### src/rtl/rx_filt_pkg.sv
package rx_filt_pkg;

  localparam int ADDR_W   = 4;
  localparam int N_OWN    = (1 << ADDR_W) - 1;
  localparam int BYTE_W   = 2 * ADDR_W;
  localparam logic [ADDR_W-1:0] BCAST_ADDR = {ADDR_W{1'b1}};

  typedef logic [ADDR_W-1:0] addr_t;
  typedef logic [N_OWN-1:0]  mask_t;

  typedef struct packed {
    addr_t init;
    addr_t dest;
  } hdr_t;

  typedef struct packed {
    logic accept;
    logic ack_en;
    logic bcast;
  } verdict_t;

  function automatic logic is_bcast(input addr_t a);
    return a == BCAST_ADDR;
  endfunction

  function automatic logic addr_owned(input addr_t a, input mask_t m);
    logic hit;
    hit = 1'b0;
    for (int k = 0; k < N_OWN; k++) begin
      if (a == addr_t'(k) && m[k]) hit = 1'b1;
    end
    return hit;
  endfunction

  function automatic verdict_t judge(input addr_t dest, input mask_t m,
                                     input logic listen);
    verdict_t v;
    logic bc;
    logic own;
    bc       = is_bcast(dest);
    own      = addr_owned(dest, m);
    v.bcast  = bc;
    v.ack_en = own & ~bc;
    v.accept = bc | own | listen;
    return v;
  endfunction

endpackage

### src/rtl/rx_filt_frame.sv
module rx_filt_frame (
  input  logic clk,
  input  logic rst_n,
  input  logic blk_valid,
  input  logic blk_hdr,
  input  logic blk_eom,
  input  logic ack_slot,
  output logic frame_open,
  output logic hdr_evt,
  output logic close_evt
);

  logic last_q;
  logic slot_q;
  logic slot_fall;

  assign hdr_evt   = blk_valid & blk_hdr;
  assign slot_fall = slot_q & ~ack_slot;
  assign close_evt = frame_open & last_q & slot_fall & ~hdr_evt;

  always_ff @(posedge clk) begin
    if (!rst_n) begin
      frame_open <= 1'b0;
      last_q     <= 1'b0;
      slot_q     <= 1'b0;
    end else begin
      slot_q <= ack_slot;
      if (hdr_evt) begin
        frame_open <= 1'b1;
        last_q     <= blk_eom;
      end else if (close_evt) begin
        frame_open <= 1'b0;
        last_q     <= 1'b0;
      end else if (frame_open && blk_valid && blk_eom) begin
        last_q <= 1'b1;
      end
    end
  end

  // without an end-of-message mark the frame never closes
  a_r8_no_early_close: assert property (@(posedge clk) disable iff (!rst_n)
    frame_open && !last_q && !(blk_valid && blk_eom) |=> frame_open);

  // a header always leaves the frame open
  a_r10_hdr_opens: assert property (@(posedge clk) disable iff (!rst_n)
    hdr_evt |=> frame_open);

endmodule

### src/rtl/rx_filt_verdict.sv
module rx_filt_verdict
  import rx_filt_pkg::*;
(
  input  logic               clk,
  input  logic               rst_n,
  input  logic               hdr_evt,
  input  logic               close_evt,
  input  logic [BYTE_W-1:0]  hdr_byte,
  input  mask_t              own_mask,
  input  logic               listen_all,
  output logic               accept,
  output logic               ack_en,
  output logic               bcast,
  output addr_t              init_addr,
  output addr_t              dest_addr
);

  hdr_t     hdr;
  verdict_t next_v;

  always_comb begin
    hdr    = hdr_t'(hdr_byte);
    next_v = judge(hdr.dest, own_mask, listen_all);
  end

  always_ff @(posedge clk) begin
    if (!rst_n) begin
      accept    <= 1'b0;
      ack_en    <= 1'b0;
      bcast     <= 1'b0;
      init_addr <= '0;
      dest_addr <= '0;
    end else if (hdr_evt) begin
      accept    <= next_v.accept;
      ack_en    <= next_v.ack_en;
      bcast     <= next_v.bcast;
      init_addr <= hdr.init;
      dest_addr <= hdr.dest;
    end else if (close_evt) begin
      accept    <= 1'b0;
      ack_en    <= 1'b0;
      bcast     <= 1'b0;
      init_addr <= '0;
      dest_addr <= '0;
    end
  end

  // fields held between header and close
  a_r2_fields_hold: assert property (@(posedge clk) disable iff (!rst_n)
    !hdr_evt && !close_evt |=> $stable(dest_addr) && $stable(init_addr));

  // zero mask in reduced mode owns nothing
  a_r3_zero_mask: assert property (@(posedge clk) disable iff (!rst_n)
    hdr_evt && own_mask == '0 && !listen_all && hdr_byte[ADDR_W-1:0] != BCAST_ADDR
    |=> !accept);

  // acknowledge only for accepted frames
  a_r5_ack_needs_accept: assert property (@(posedge clk) disable iff (!rst_n)
    ack_en |-> accept);

  // broadcast target is accepted and never acknowledged low
  a_r6_bcast_verdict: assert property (@(posedge clk) disable iff (!rst_n)
    hdr_evt && hdr_byte[ADDR_W-1:0] == BCAST_ADDR |=> accept && bcast && !ack_en);

  // decision fixed while no new header arrives
  a_r9_verdict_hold: assert property (@(posedge clk) disable iff (!rst_n)
    !hdr_evt && !close_evt |=> $stable(accept) && $stable(ack_en));

endmodule

### src/rtl/rx_filt_ack.sv
module rx_filt_ack (
  input  logic clk,
  input  logic rst_n,
  input  logic frame_open,
  input  logic ack_en,
  input  logic ack_slot,
  output logic ack_drive
);

  assign ack_drive = frame_open & ack_en & ack_slot;

  // no request outside the acknowledge slot
  a_r7_only_in_slot: assert property (@(posedge clk) disable iff (!rst_n)
    !ack_slot |-> !ack_drive);

endmodule

### src/rtl/rx_addr_filter.sv
module rx_addr_filter
  import rx_filt_pkg::*;
#(
  parameter int AW    = ADDR_W,
  localparam int MW   = (1 << AW) - 1,
  localparam int BW   = 2 * AW
) (
  input  logic          clk,
  input  logic          rst_n,
  input  logic          blk_valid,
  input  logic          blk_hdr,
  input  logic          blk_eom,
  input  logic [BW-1:0] blk_byte,
  input  logic          ack_slot,
  input  logic [MW-1:0] own_mask,
  input  logic          listen_all,
  output logic          accept,
  output logic          ack_drive,
  output logic          bcast,
  output logic [AW-1:0] init_addr,
  output logic [AW-1:0] dest_addr
);

  logic frame_open;
  logic hdr_evt;
  logic close_evt;
  logic ack_en;

  initial begin
    a_width_match: assert (AW == ADDR_W);
  end

  rx_filt_frame u_frame (
    .clk        (clk),
    .rst_n      (rst_n),
    .blk_valid  (blk_valid),
    .blk_hdr    (blk_hdr),
    .blk_eom    (blk_eom),
    .ack_slot   (ack_slot),
    .frame_open (frame_open),
    .hdr_evt    (hdr_evt),
    .close_evt  (close_evt)
  );

  rx_filt_verdict u_verdict (
    .clk        (clk),
    .rst_n      (rst_n),
    .hdr_evt    (hdr_evt),
    .close_evt  (close_evt),
    .hdr_byte   (blk_byte),
    .own_mask   (own_mask),
    .listen_all (listen_all),
    .accept     (accept),
    .ack_en     (ack_en),
    .bcast      (bcast),
    .init_addr  (init_addr),
    .dest_addr  (dest_addr)
  );

  rx_filt_ack u_ack (
    .clk        (clk),
    .rst_n      (rst_n),
    .frame_open (frame_open),
    .ack_en     (ack_en),
    .ack_slot   (ack_slot),
    .ack_drive  (ack_drive)
  );

  // request only for an accepted, non-broadcast frame
  a_r7_ack_directed: assert property (@(posedge clk) disable iff (!rst_n)
    ack_drive |-> accept && !bcast);

  // after close, nothing is accepted until a new header
  a_r8_closed_idle: assert property (@(posedge clk) disable iff (!rst_n)
    close_evt |=> !accept && !bcast);

  // quiet outputs while the frame tracker is idle
  a_r1_idle_quiet: assert property (@(posedge clk) disable iff (!rst_n)
    !frame_open |-> !accept && !ack_drive);

endmodule

### config.mk
export PLATFORM = sky130hd
export DESIGN_NAME = rx_addr_filter
export DESIGN_NICKNAME = d
export VERILOG_FILES = /design/src/rtl/rx_filt_pkg.sv /design/src/rtl/rx_filt_frame.sv /design/src/rtl/rx_filt_verdict.sv /design/src/rtl/rx_filt_ack.sv /design/src/rtl/rx_addr_filter.sv
export SDC_FILE = /design/constraint.sdc
export NUM_CORES = 1
export LEC_CHECK = 0
export BUFFER_PORTS_ARGS = -buffer_cell sky130_fd_sc_hd__buf_2
export CORE_AREA = 2 2 45 47
export DETAILED_ROUTE_END_ITERATION = 7
export DIE_AREA = 0 0 47 49
export HOLD_SLACK_MARGIN = 0.1
export PLACE_DENSITY = 0.75
export SYNTH_ARGS = -nofsm -noshare
export SYNTH_HDL_FRONTEND = slang
export SYNTH_SLANG_ARGS = --single-unit
export TNS_END_PERCENT = 10
### constraint.sdc
create_clock -name clk -period 1.48 [get_ports clk]
set_clock_uncertainty 0.05 [all_clocks]
set_input_delay 0.148 -clock clk [delete_from_list [all_inputs] [get_ports clk]]
set_output_delay 0.148 -clock clk [all_outputs]
set_load 0.005 [all_outputs]
After elaboration in Yosys (flattened, before gate mapping)
Cells that the tools add are included.

word-level totals
  flip-flop bits (word level) = 14
  output and inout port bits = 11

cells by class
  mux-type cells = 26
  bitwise operators = 13
  reduce and logical (&&, ||, !) cells = 20
  eq/ne operators = 15

operators by type and width
  kind                count
  $eq 4x4->1 const B  8
  $mux 1              23
  $logic_and 1x1->1   17
  $eq 4x3->1 const B  4
  $mux 4              3
  $and 1x1->1         8
  $eq 4x2->1 const B  2
  $eq 4x1->1 const B  1
  $logic_not 4->1     1
  $not 1->1           3
  $reduce_bool 3->1   1
  $or 1x1->1          2
  $reduce_bool 2->1   1

Logic depth before layout (Yosys ltp)
Gate-level depths: netlist of the first run.

  word-level depth = 20
  gate-level depth with buffers = 6
  mapped depth without buffers = 5

Hierarchy
Synthesis of the first run repeated with hierarchy kept, for this count alone.

unflattened totals
  cells, all modules = 92
  area, all modules = 807.0 um^2

by module, submodules not included
  module           cells each  instances  sequential area each (um^2)  area an instance (um^2)
  rx_filt_verdict  77          1          220.2                        664.4
  rx_filt_frame    14          1          60.1                         136.4
  rx_filt_ack      1           1          0.0                          6.3

Worst setup path after synthesis of the first run
Ideal clock, no wire load.

  path type = input -> register
  from = input blk_byte[1]
  to = register u_verdict.ack_en
  stages on the path = 6
  setup time = 120 ps
  arrival time = 1167 ps
  slack = 143 ps
  path through = buf_6 -> mux2_4 -> a221oi_2 -> a311oi_2 -> a211oi_2 -> o31ai_1

between the ends
  word-level cells in the longest chain between the ends = 19
  elaborated cells on any way between the ends = 49
  classes of those cells = eq/ne: 15; mux: 16; bitwise: 2; reduce/logical: 16

RTL lines
  element                 RTL line               source
  start: declaration      rx_addr_filter.sv:13   input logic [BW-1:0] blk_byte,
  $logic_not 4->1         rx_filt_pkg.sv:30      if (a == addr_t'(k) && m[k]) hit = 1'b1;
  $logic_and 1x1->1       rx_filt_pkg.sv:30
  $mux 1 (15 in a row)    rx_filt_pkg.sv:30
  $and 1x1->1 (*)         rx_filt_pkg.sv:43      v.ack_en = own & ~bc;
  $mux 1 (*)              rx_filt_verdict.sv:33  end else if (hdr_evt) begin
  end signal: assignment  rx_filt_verdict.sv:35  ack_en <= next_v.ack_en;
  end: declaration        rx_filt_verdict.sv:12  output logic ack_en,

Every way passes the cells marked *; elsewhere a longest branch is shown, timed or not.
A chain may end at the register's enable or synchronous reset.

Worst setup path in the final report of the first run
  from = input blk_valid
  to = register u_verdict.bcast

between the ends
  word-level cells in the longest chain between the ends = 4
  elaborated cells on any way between the ends = 5
  classes of those cells = mux: 1; bitwise: 3; reduce/logical: 1

RTL lines
  element                             RTL line               source
  start: declaration                  rx_addr_filter.sv:10   input logic blk_valid,
  $and 1x1->1 (*)                     rx_filt_frame.sv:17    assign hdr_evt = blk_valid & blk_hdr;
  $not 1->1                           rx_filt_frame.sv:19    assign close_evt = frame_open & last_q & slot_fall & ~hdr_evt;
  $and 1x1->1                         rx_filt_frame.sv:19
  $reduce_bool 2->1 (no source line)  n/a
  end signal: assignment              rx_filt_verdict.sv:36  bcast <= next_v.bcast;
  end: declaration                    rx_filt_verdict.sv:13  output logic bcast,

Marked as above.

==> flow_metrics.py, run 1 <==
metrics = {
    "logic_synthesis": {
        "ys_types": 28,
        "synth_nets": 107,
        "ys_ff_latch": 14,
        "synth_edf_count": 0,
        "ys_warn_count": 0,
        "syn-cell-area_um2": 725.7,
        "ys_async_sr_fraction": 0,
        "ys_seq_area_frac": 0.3862,
        "synth.top_cell.area_share": 0.3862,
        "ys.flop_type": "dfxtp_1",
        "synth_area_leaders": "dfxtp_1 39%, a22oi_1 9.3%, nor2b_1 8.6%",
        "yosysTopAreaCell": "dfxtp_1",
        "synth_cells": 77,
        "avgSynthCellArea_um2": 9.425,
    },
    "sta": {
        "fmax_mhz": 715.2,
        "rsz0062_at_grt": "no",
        "worst_slew_pin_slew_ns": 0.2697,
        "finalSetupViolations": 0,
        "relSlewSlack": 0.8202,
        "fin_crit_sh": 0.9448,
        "finalSetupTns_ns": 0,
        "slew_violations": 0,
        "fin_crit_ns": 1.398,
        "timing_hold_violations_final": 0,
    },
    "floorplan": {
        "die_y_um": 49,
        "initial_core_util": 0.3940,
        "dieArea_um2": 2303,
        "core_area_um2": 1842,
        "rows": 16,
        "io_pins": 41,
        "die_w_um": 47,
    },
    "finish": {
        "final_cell_mix": "40 x buf_2, 14 x dfxtp_1, 10 x nor2b_1",
        "layout_commonest_cell": "buf_2",
        "drive_above_1_share": 0.4400,
        "utilization": 0.5686,
        "nFillCells": 177,
        "area_growth_pct": 44.31,
        "nets": 156,
        "antenna_cells": 0,
        "final_cells": 152,
    },
    "flow_run": {
        "drv_cap": 0,
    },
    "route": {
        "drc_errors": 0,
        "antenna_left": 0,
        "vias": 741,
        "drtIter0Drc": 10,
        "avgViaCountPerCell": 4.875,
        "routedWlPerCell_um": 11.43,
        "finalWirelength_um": 1738,
        "firstDrtPassIters": 4,
    },
    "worst_setup_path": {
        "path_max_fanout": 6,
        "cp_slowest_cell": "dlygate4sd3_1",
        "worstPathArrival_ns": 1.56,
        "required_ns": 1.65,
        "cp_top_family": "buffers and inverters",
        "path_buf_inv": 3,
        "cpPeakStageDelay_ns": 0.55,
        "path_cells": "dlygate4sd3_1, buf_2, and2_1, a41oi_2, buf_4, a22oi_1, nor2b_1",
        "cp-start-kind": "input pin",
        "critPathCaptureType": "register",
        "crit_type": "input pin to register",
    },
    "cts": {
        "cts_buffer_depth": 2,
        "ctsRootBufferMaster": "clkbuf_4",
        "cts-htree-levels": 1,
        "clk_pin_slew_worst_paths_ns": 0.08,
        "clock_sinks": 14,
        "cts_tree": "done",
        "insertion_delay_ns": 0.27,
        "numCtsBuffers": 3,
    },
    "global_routing": {
        "grt_overflow": 0,
        "antenna_found_initial": 0,
        "grt_use_total": 0.1577,
        "grt_pass1_vias": 668,
        "grt_max_degree": 16,
        "grt_pass1_wl_um": 2746,
    },
    "place": {
        "portBuffers": 40,
        "dp_cells": 143,
        "place_congestion": 0.7963,
        "dpl.hpwl_um": 1293,
    },
    "run_status": {
        "outcome": "finished, final reports clean",
    },
    "min_path": {
        "hold_class": "input pin to register",
    },
    "power_and_ir_drop": {
        "leakage_nw": 0.4927,
        "peakVddDrop_uv": 513.6,
        "p_per_area_nw_per_um2": 808.2,
    },
}
-- sequential cells by signal (all words and copies together) (netlist names) --
register	cells
u_verdict.bcast	1
u_verdict.init_addr	4
u_verdict.accept	1
u_verdict.ack_en	1
u_frame.slot_q	1
u_frame.last_q	1
u_frame.frame_open	1
u_verdict.dest_addr	4
-- where the power goes --
group	leakage [nW]	switching (mW)	internal [mW]
Clock	0.0210	0.121	0.149
Sequential	0.115	0.0101	0.395
Combinational	0.357	0.0749	0.0961
-- cells by family after synthesis --
kind of cell           synth area share
AOI/OAI and AO/OA                0.2362
buffers and inverters           0.05516
DFF                              0.3862
muxes                           0.09137
and+or+nand+nor                  0.2310
-- metal layers --
layer / share of wire / up-vias / routed length [µm] / track usage
met5: 0 / - / 0 / 0
met3: 0.029 / 2 / 50 / 0.01111
li1: - / 381 / - / -
met4: 0.012 / 0 / 20 / 0.06944
met2: 0.53 / 11 / 914 / 0.2648
met1: 0.43 / 347 / 752 / 0.1972
-- final cells by class --
cell class / instances / area, µm² / area share
Timing Repair Buffer: 49 / 280.3 / 0.2676
Clock buffer: 4 / 36.28 / 0.03465
Tap cell: 27 / 33.78 / 0.03226
Sequential cell: 14 / 280.3 / 0.2676
Multi-Input combinational cell: 57 / 412.9 / 0.3943
Inverter: 1 / 3.754 / 0.003584
-- cells in the mapped netlist, types with 2 or more instances --
master and instances:
a21oi_1 4, nand3b_1 2, nor2_1 2, o21ai_0 2, dfxtp_1 14, nand2_1 5
nor2b_1 10, and2_1 3, clkbuf_1 3, mux2i_1 4, nand3_1 3, a22oi_1 9
-- per-stage QoR --
| stage | hold WS, ns | power [mW] | cell area, µm² | worst slack [ns] |
|---|---|---|---|---|
| 6_report | 0.1092 | 0.8464 | 1047 | 0.08170 |
| 4_1_cts | 0.1039 | 0.8525 | 1040 | 0.05621 |
| 3_3_place_gp | 0.3284 | 0.5690 | 953.4 | 0.1043 |
| 3_5_place_dp | 0.3308 | 0.5714 | 953.4 | 0.05374 |
| 5_1_grt | 0.1121 | 0.8925 | 1047 | 0.01673 |
| 2_1_floorplan | 0.2197 | 0.5026 | 725.7 | 0.1432 |
-- final timing paths --
check	slack, ns	startpoint	end	cells past startpoint
worst min-delay path	0.11	blk_byte[4]	u_verdict.init_addr[0]	3
worst min register to register	0.43	u_verdict.ack_en	u_verdict.ack_en	2
worst max-delay path	0.08	blk_valid	u_verdict.bcast	7
worst max register to register	0.31	u_frame.last_q	u_verdict.accept	4
-- repair_timing --
item / in CTS / in global routing
buffers inserted: 0 / 0
hold buffers: 5 / 0
endpoints found under the setup margin: 0 / 10
resized for setup: 0 / 1
endpoints found under the hold margin: 4 / 0
-- worst reg2reg max path: cells and delay by family, from the launching register on --
family,cells,cell delay [ns]
DFF,1,0.39
and+or+nand+nor,2,0.36
AOI/OAI and AO/OA,2,0.26
Note: power is estimated with default switching activity, not from simulation.
==> run 2, diff against run 1 <==
--- a/config.mk
+++ b/config.mk
@@ -5,12 +5,12 @@
 export SDC_FILE = /design/constraint.sdc
 export NUM_CORES = 1
 export LEC_CHECK = 0
-export BUFFER_PORTS_ARGS = -buffer_cell sky130_fd_sc_hd__buf_2
-export CORE_AREA = 2 2 45 47
+export CORE_AREA = 2 2 44 46
 export DETAILED_ROUTE_END_ITERATION = 7
-export DIE_AREA = 0 0 47 49
+export DIE_AREA = 0 0 46 48
+export DONT_BUFFER_PORTS = 1
 export HOLD_SLACK_MARGIN = 0.1
-export PLACE_DENSITY = 0.75
+export PLACE_DENSITY = 0.58
 export SYNTH_ARGS = -nofsm -noshare
 export SYNTH_HDL_FRONTEND = slang
 export SYNTH_SLANG_ARGS = --single-unit
==> run 2 against run 1 <==
Against the previous run:
- core utilization down 3.0 points
- via count down 11%
- clock power about the same
- maximum frequency up 12%
- clock-buffer cell count unchanged
- worst setup slack better by 0.15 ns
- largest power group unchanged
- global-route usage up 1.4 points
- non-clock buffer count down 32
- register-to-register slack about the same
- die area down 4.1%
==> flow_metrics.py, run 2 (synthesis gave the netlist of run 1 again) <==
metrics = {
    "place": {
        "portBuffers": 0,
        "post_dp_cell_area_um2": 733.2,
        "dpl.hpwl_um": 1195,
        "place_congestion": 0.6790,
    },
    "finish": {
        "final_cell_mix": "14 x dlygate4sd3_1, 14 x dfxtp_1, 10 x nor2b_1",
        "largest_registers": "u_verdict.dest_addr (4), u_verdict.init_addr (4)",
        "stdcell_area_um2": 909.6,
        "nets": 124,
        "antenna_cells": 0,
        "area_growth_pct": 25.34,
        "nFillCells": 167,
        "drive_above_1_share": 0.1398,
    },
    "cts": {
        "clock_sinks": 14,
        "cts-htree-levels": 1,
        "cts_setup_buffers": 0,
        "cts_buffer_depth": 2,
        "cts_resized": 0,
        "numCtsBuffers": 3,
        "cts_tree": "done",
        "clk_pin_slew_worst_paths_ns": 0.09,
        "insertion_delay_ns": 0.27,
        "ctsRootBufferMaster": "clkbuf_4",
    },
    "worst_setup_path": {
        "path_max_fanout": 4,
        "worstPathArrival_ns": 1.36,
        "required_ns": 1.60,
        "crit_type": "input pin to register",
        "cp-start-kind": "input pin",
        "critPathCaptureType": "register",
    },
    "sta": {
        "timing_hold_violations_final": 0,
        "finalSetupViolations": 0,
        "rsz0062_at_grt": "no",
        "slew_violations": 0,
        "fmax_mhz": 800.8,
        "finalSetupTns_ns": 0,
        "worst_slew_pin_slew_ns": 0.4221,
        "fin_crit_sh": 0.8438,
        "fin_crit_ns": 1.249,
        "relSlewSlack": 0.7177,
    },
    "global_routing": {
        "grt_pass1_wl_um": 2718,
        "antenna_found_initial": 0,
        "grt_max_degree": 15,
        "grt_overflow": 0,
        "grt_pass1_vias": 632,
        "grt_use_total": 0.1720,
    },
    "floorplan": {
        "core_area_um2": 1689,
        "io_pins": 41,
        "die_w_um": 46,
        "initial_core_util": 0.4296,
        "rows": 15,
        "die_y_um": 48,
        "dieArea_um2": 2208,
    },
    "route": {
        "avgViaCountPerCell": 5.964,
        "drtIter0Drc": 6,
        "finalWirelength_um": 1735,
        "firstDrtPassIters": 4,
        "vias": 656,
        "drc_errors": 0,
        "antenna_left": 0,
        "routedWlPerCell_um": 15.77,
    },
    "power_and_ir_drop": {
        "p_sw_mw": 0.1850,
        "peakVddDrop_uv": 558.7,
        "sw_frac_of_total": 0.2296,
        "p_comb_frac": 0.158,
        "p_per_area_nw_per_um2": 885.9,
        "pwr-share-clk": 0.336,
        "leakage_nw": 0.3538,
        "seq_power_share": 0.506,
        "p_int_mw": 0.6208,
        "power_mw": 0.8058,
    },
    "flow_run": {
        "drv_cap": 0,
    },
    "min_path": {
        "hold_class": "input pin to register",
    },
    "run_status": {
        "outcome": "finished, final reports clean",
    },
}
## run 2: cell types whose count changed in the layout (fill, tap and decap cells not counted)
cell / change
a41oi_1: +1
a41oi_2: -1
buf_2: -40
buf_4: -1
dlygate4sd3_1: +9
## run 2: critical path, cell delays in order
cell and delay [ns]:
dlygate4sd3_1 0.54, and2_1 0.13, dlygate4sd3_1 0.54
## run 2: repair_timing
item                                    in CTS  in global routing
hold buffers                                14                  0
endpoints found under the setup margin       0                  0
hold endpoints to repair                    14                  0
## run 2: per-stage QoR
step,util,std cells,hold slack [ns],setup slack [ns]
floorplan,-,77,0.2197,0.1432
global placement,0.4341,92,0.2226,0.2350
detailed placement,0.4341,92,0.2229,0.2224
CTS,0.5385,110,0.1390,0.2505
global route,0.5385,110,0.1772,0.2163
finish,0.5385,110,0.1383,0.2312
## run 2: area by class of cell
type,count,area (µm²),share of cell area
clock buffer,4,36.28,0.03989
inverter,1,3.754,0.004127
multi-input combinational,57,405.4,0.4457
sequential,14,280.3,0.3081
tap,17,21.27,0.02338
timing repair buffer,17,162.7,0.1788
## run 2: final timing paths
kind                   from          endpoint  slack, ns  cells after the start
max                ack_slot    u_frame.slot_q       0.23                      3
min             blk_byte[2]  u_verdict.accept       0.14                      3
max reg2reg  u_frame.last_q  u_verdict.accept       0.32                      4
min reg2reg  u_frame.last_q    u_frame.last_q       0.43                      2
## run 2: metal layers
metal  routed length, µm  GRT usage
met5                   0          0
met1                 779     0.2369
met4                   0    0.07429
met2                 796     0.2528
met3                 160    0.04528
## run 2: power groups by stage
stage	registers [mW]	logic [mW]	clock network, mW
after floorplan	0.413	0.0900	0
after global routing	0.410	0.143	0.292
final	0.408	0.127	0.271
after CTS	0.408	0.128	0.283
after detailed placement	0.417	0.0918	0
after global placement	0.416	0.0911	0
==> run 3, diff against run 2 <==
--- a/config.mk
+++ b/config.mk
@@ -10,7 +10,7 @@
 export DIE_AREA = 0 0 46 48
 export DONT_BUFFER_PORTS = 1
 export HOLD_SLACK_MARGIN = 0.1
-export PLACE_DENSITY = 0.58
+export PLACE_DENSITY = 0.6
 export SYNTH_ARGS = -nofsm -noshare
 export SYNTH_HDL_FRONTEND = slang
 export SYNTH_SLANG_ARGS = --single-unit
==> constraint.sdc (replaced) <==
create_clock -name clk -period 1.1 [get_ports clk]
set_clock_uncertainty 0.05 [all_clocks]
set_input_delay 0.11 -clock clk [delete_from_list [all_inputs] [get_ports clk]]
set_output_delay 0.11 -clock clk [all_outputs]
set_load 0.005 [all_outputs]
==> run 3 against run 2 <==
Against the previous run:
- the flow now finishes with violations (hold timing, setup timing)
- hold slack got worse by 0.16 ns
- clock-buffer cell count did not move
- wire length up 4.6%
- critical path depth up 1
- register-to-register slack got worse by 0.31 ns
- cell count unchanged
- sequential share of layout area is 0.14 points lower
- largest power group unchanged
- core utilization grew 0.96 points
==> flow_metrics.py, run 3 (synthesis gave the netlist of run 1 again) <==
metrics = {
    "sta": {
        "fin_crit_ns": 1.123,
        "finalSetupViolations": 2,
        "fmax_mhz": 890.6,
        "finalSetupTns_ns": -0.03674,
        "fin_crit_sh": 1.021,
        "slew_violations": 0,
        "relSlewSlack": 0.7005,
        "worst_slew_pin_slew_ns": 0.4478,
        "rsz0062_at_grt": "yes",
        "whs_ns": -0.02453,
        "setup_ws_ns": -0.02279,
        "timing_hold_violations_final": 1,
    },
    "global_routing": {
        "grt_overflow": 0,
        "grt_pass1_vias": 550,
        "grt_pass1_wl_um": 2470,
        "grt_max_degree": 16,
        "grt_use_total": 0.1573,
        "antenna_found_initial": 0,
    },
    "cts": {
        "cts_buffer_depth": 2,
        "cts_tree": "done",
        "numCtsBuffers": 3,
        "clock_sinks": 14,
        "clk_pin_slew_worst_paths_ns": 0.08,
        "cts-htree-levels": 1,
        "cts_setup_buffers": 0,
        "insertion_delay_ns": 0.27,
        "ctsRootBufferMaster": "clkbuf_4",
    },
    "worst_setup_path": {
        "worstPathArrival_ns": 1.29,
        "cp-start-kind": "input pin",
        "crit_type": "input pin to register",
        "critPathCaptureType": "register",
        "required_ns": 1.27,
        "path_max_fanout": 15,
    },
    "finish": {
        "stdcell_area_um2": 925.9,
        "area_growth_pct": 27.59,
        "largest_registers": "u_verdict.dest_addr (4), u_verdict.init_addr (4)",
        "utilization": 0.5481,
        "final_cell_mix": "12 x dlygate4sd3_1, 11 x dfxtp_1, 10 x nor2b_1",
        "final_cells": 110,
        "nFillCells": 149,
        "layout_commonest_cell": "dlygate4sd3_1",
        "drive_above_1_share": 0.2258,
        "antenna_cells": 0,
        "nets": 124,
    },
    "power_and_ir_drop": {
        "sw_frac_of_total": 0.2352,
        "p_per_area_nw_per_um2": 1185,
        "p_comb_frac": 0.163,
        "peakVddDrop_uv": 887.5,
        "pwr-share-clk": 0.335,
        "seq_power_share": 0.502,
        "p_int_mw": 0.8389,
        "power_mw": 1.097,
        "p_sw_mw": 0.2579,
        "leakage_nw": 0.3568,
    },
    "floorplan": {
        "dieArea_um2": 2208,
        "initial_core_util": 0.4296,
        "die_w_um": 46,
        "io_pins": 41,
        "rows": 15,
        "die_y_um": 48,
        "core_area_um2": 1689,
    },
    "min_path": {
        "hold_class": "input pin to register",
    },
    "place": {
        "post_dp_cell_area_um2": 748.2,
        "dp_cells": 94,
        "place_congestion": 0.6633,
        "portBuffers": 0,
    },
    "run_status": {
        "outcome": "complete, but fails checks",
        "violations": "hold timing, setup timing",
    },
    "route": {
        "antenna_left": 0,
        "avgViaCountPerCell": 5.936,
        "vias": 653,
        "firstDrtPassIters": 4,
        "drtIter0Drc": 18,
        "finalWirelength_um": 1814,
        "routedWlPerCell_um": 16.49,
        "drc_errors": 0,
    },
    "flow_run": {
        "drv_cap": 0,
    },
}
==> run 3: worst max-delay path, cell delays in order <==
cell and delay, ns:
dlygate4sd3_1 0.81, nor2b_1 0.22, nand3_1 0.09, nand2_1 0.06
==> run 3: what timing repair did <==
item	in CTS	in global routing
hold buffers	1	11
endpoints found under the hold margin	14	14
pin swaps	0	0
setup endpoints to repair	4	7
resized for setup	2	4
==> run 3: path summary, 6_finish.rpt <==
check                         from                     end  slack [ns]  cells past startpoint
setup / recovery             rst_n          u_frame.last_q       -0.02                      4
hold reg to reg   u_verdict.ack_en        u_verdict.ack_en        0.44                      2
hold / removal         blk_byte[3]  u_verdict.dest_addr[3]       -0.02                      2
setup reg to reg    u_frame.slot_q        u_verdict.accept        0.01                      4
==> run 3: power by group through the flow <==
stage | clock network (mW) | logic, mW | registers, mW
final | 0.368 | 0.179 | 0.550
after global routing | 0.401 | 0.198 | 0.554
after CTS | 0.379 | 0.134 | 0.549
after detailed placement | 0 | 0.129 | 0.559
after global placement | 0 | 0.128 | 0.559
after floorplan | 0 | 0.121 | 0.555
==> run 3: area by class of cell <==
type,count,area [µm²],share of cell area
flip-flops and latches,14,284.0,0.3068
well taps,17,21.27,0.02297
multi-input cells,57,422.9,0.4568
repair buffers,17,157.7,0.1703
clock buffers,4,36.28,0.03919
inverters,1,3.754,0.004054
==> run 3: per-stage QoR <==
stage	setup WS (ns)	hold slack, ns
final	-0.02279	-0.02453
after global routing	-0.07749	-0.01982
after CTS	0.01138	-0.09634
after detailed placement	-0.05611	0.1889
after global placement	-0.02985	0.1847
after floorplan	-0.1134	0.1817
==> run 3: routing by layer <==
| metal | track usage | vias to the layer above | wire (µm) |
|---|---|---|---|
| li1 | - | 314 | - |
| met1 | 0.2100 | 309 | 748 |
| met2 | 0.2333 | 26 | 895 |
| met3 | 0.06038 | 4 | 146 |
| met4 | 0.05143 | 0 | 25 |
| met5 | 0 | - | 0 |
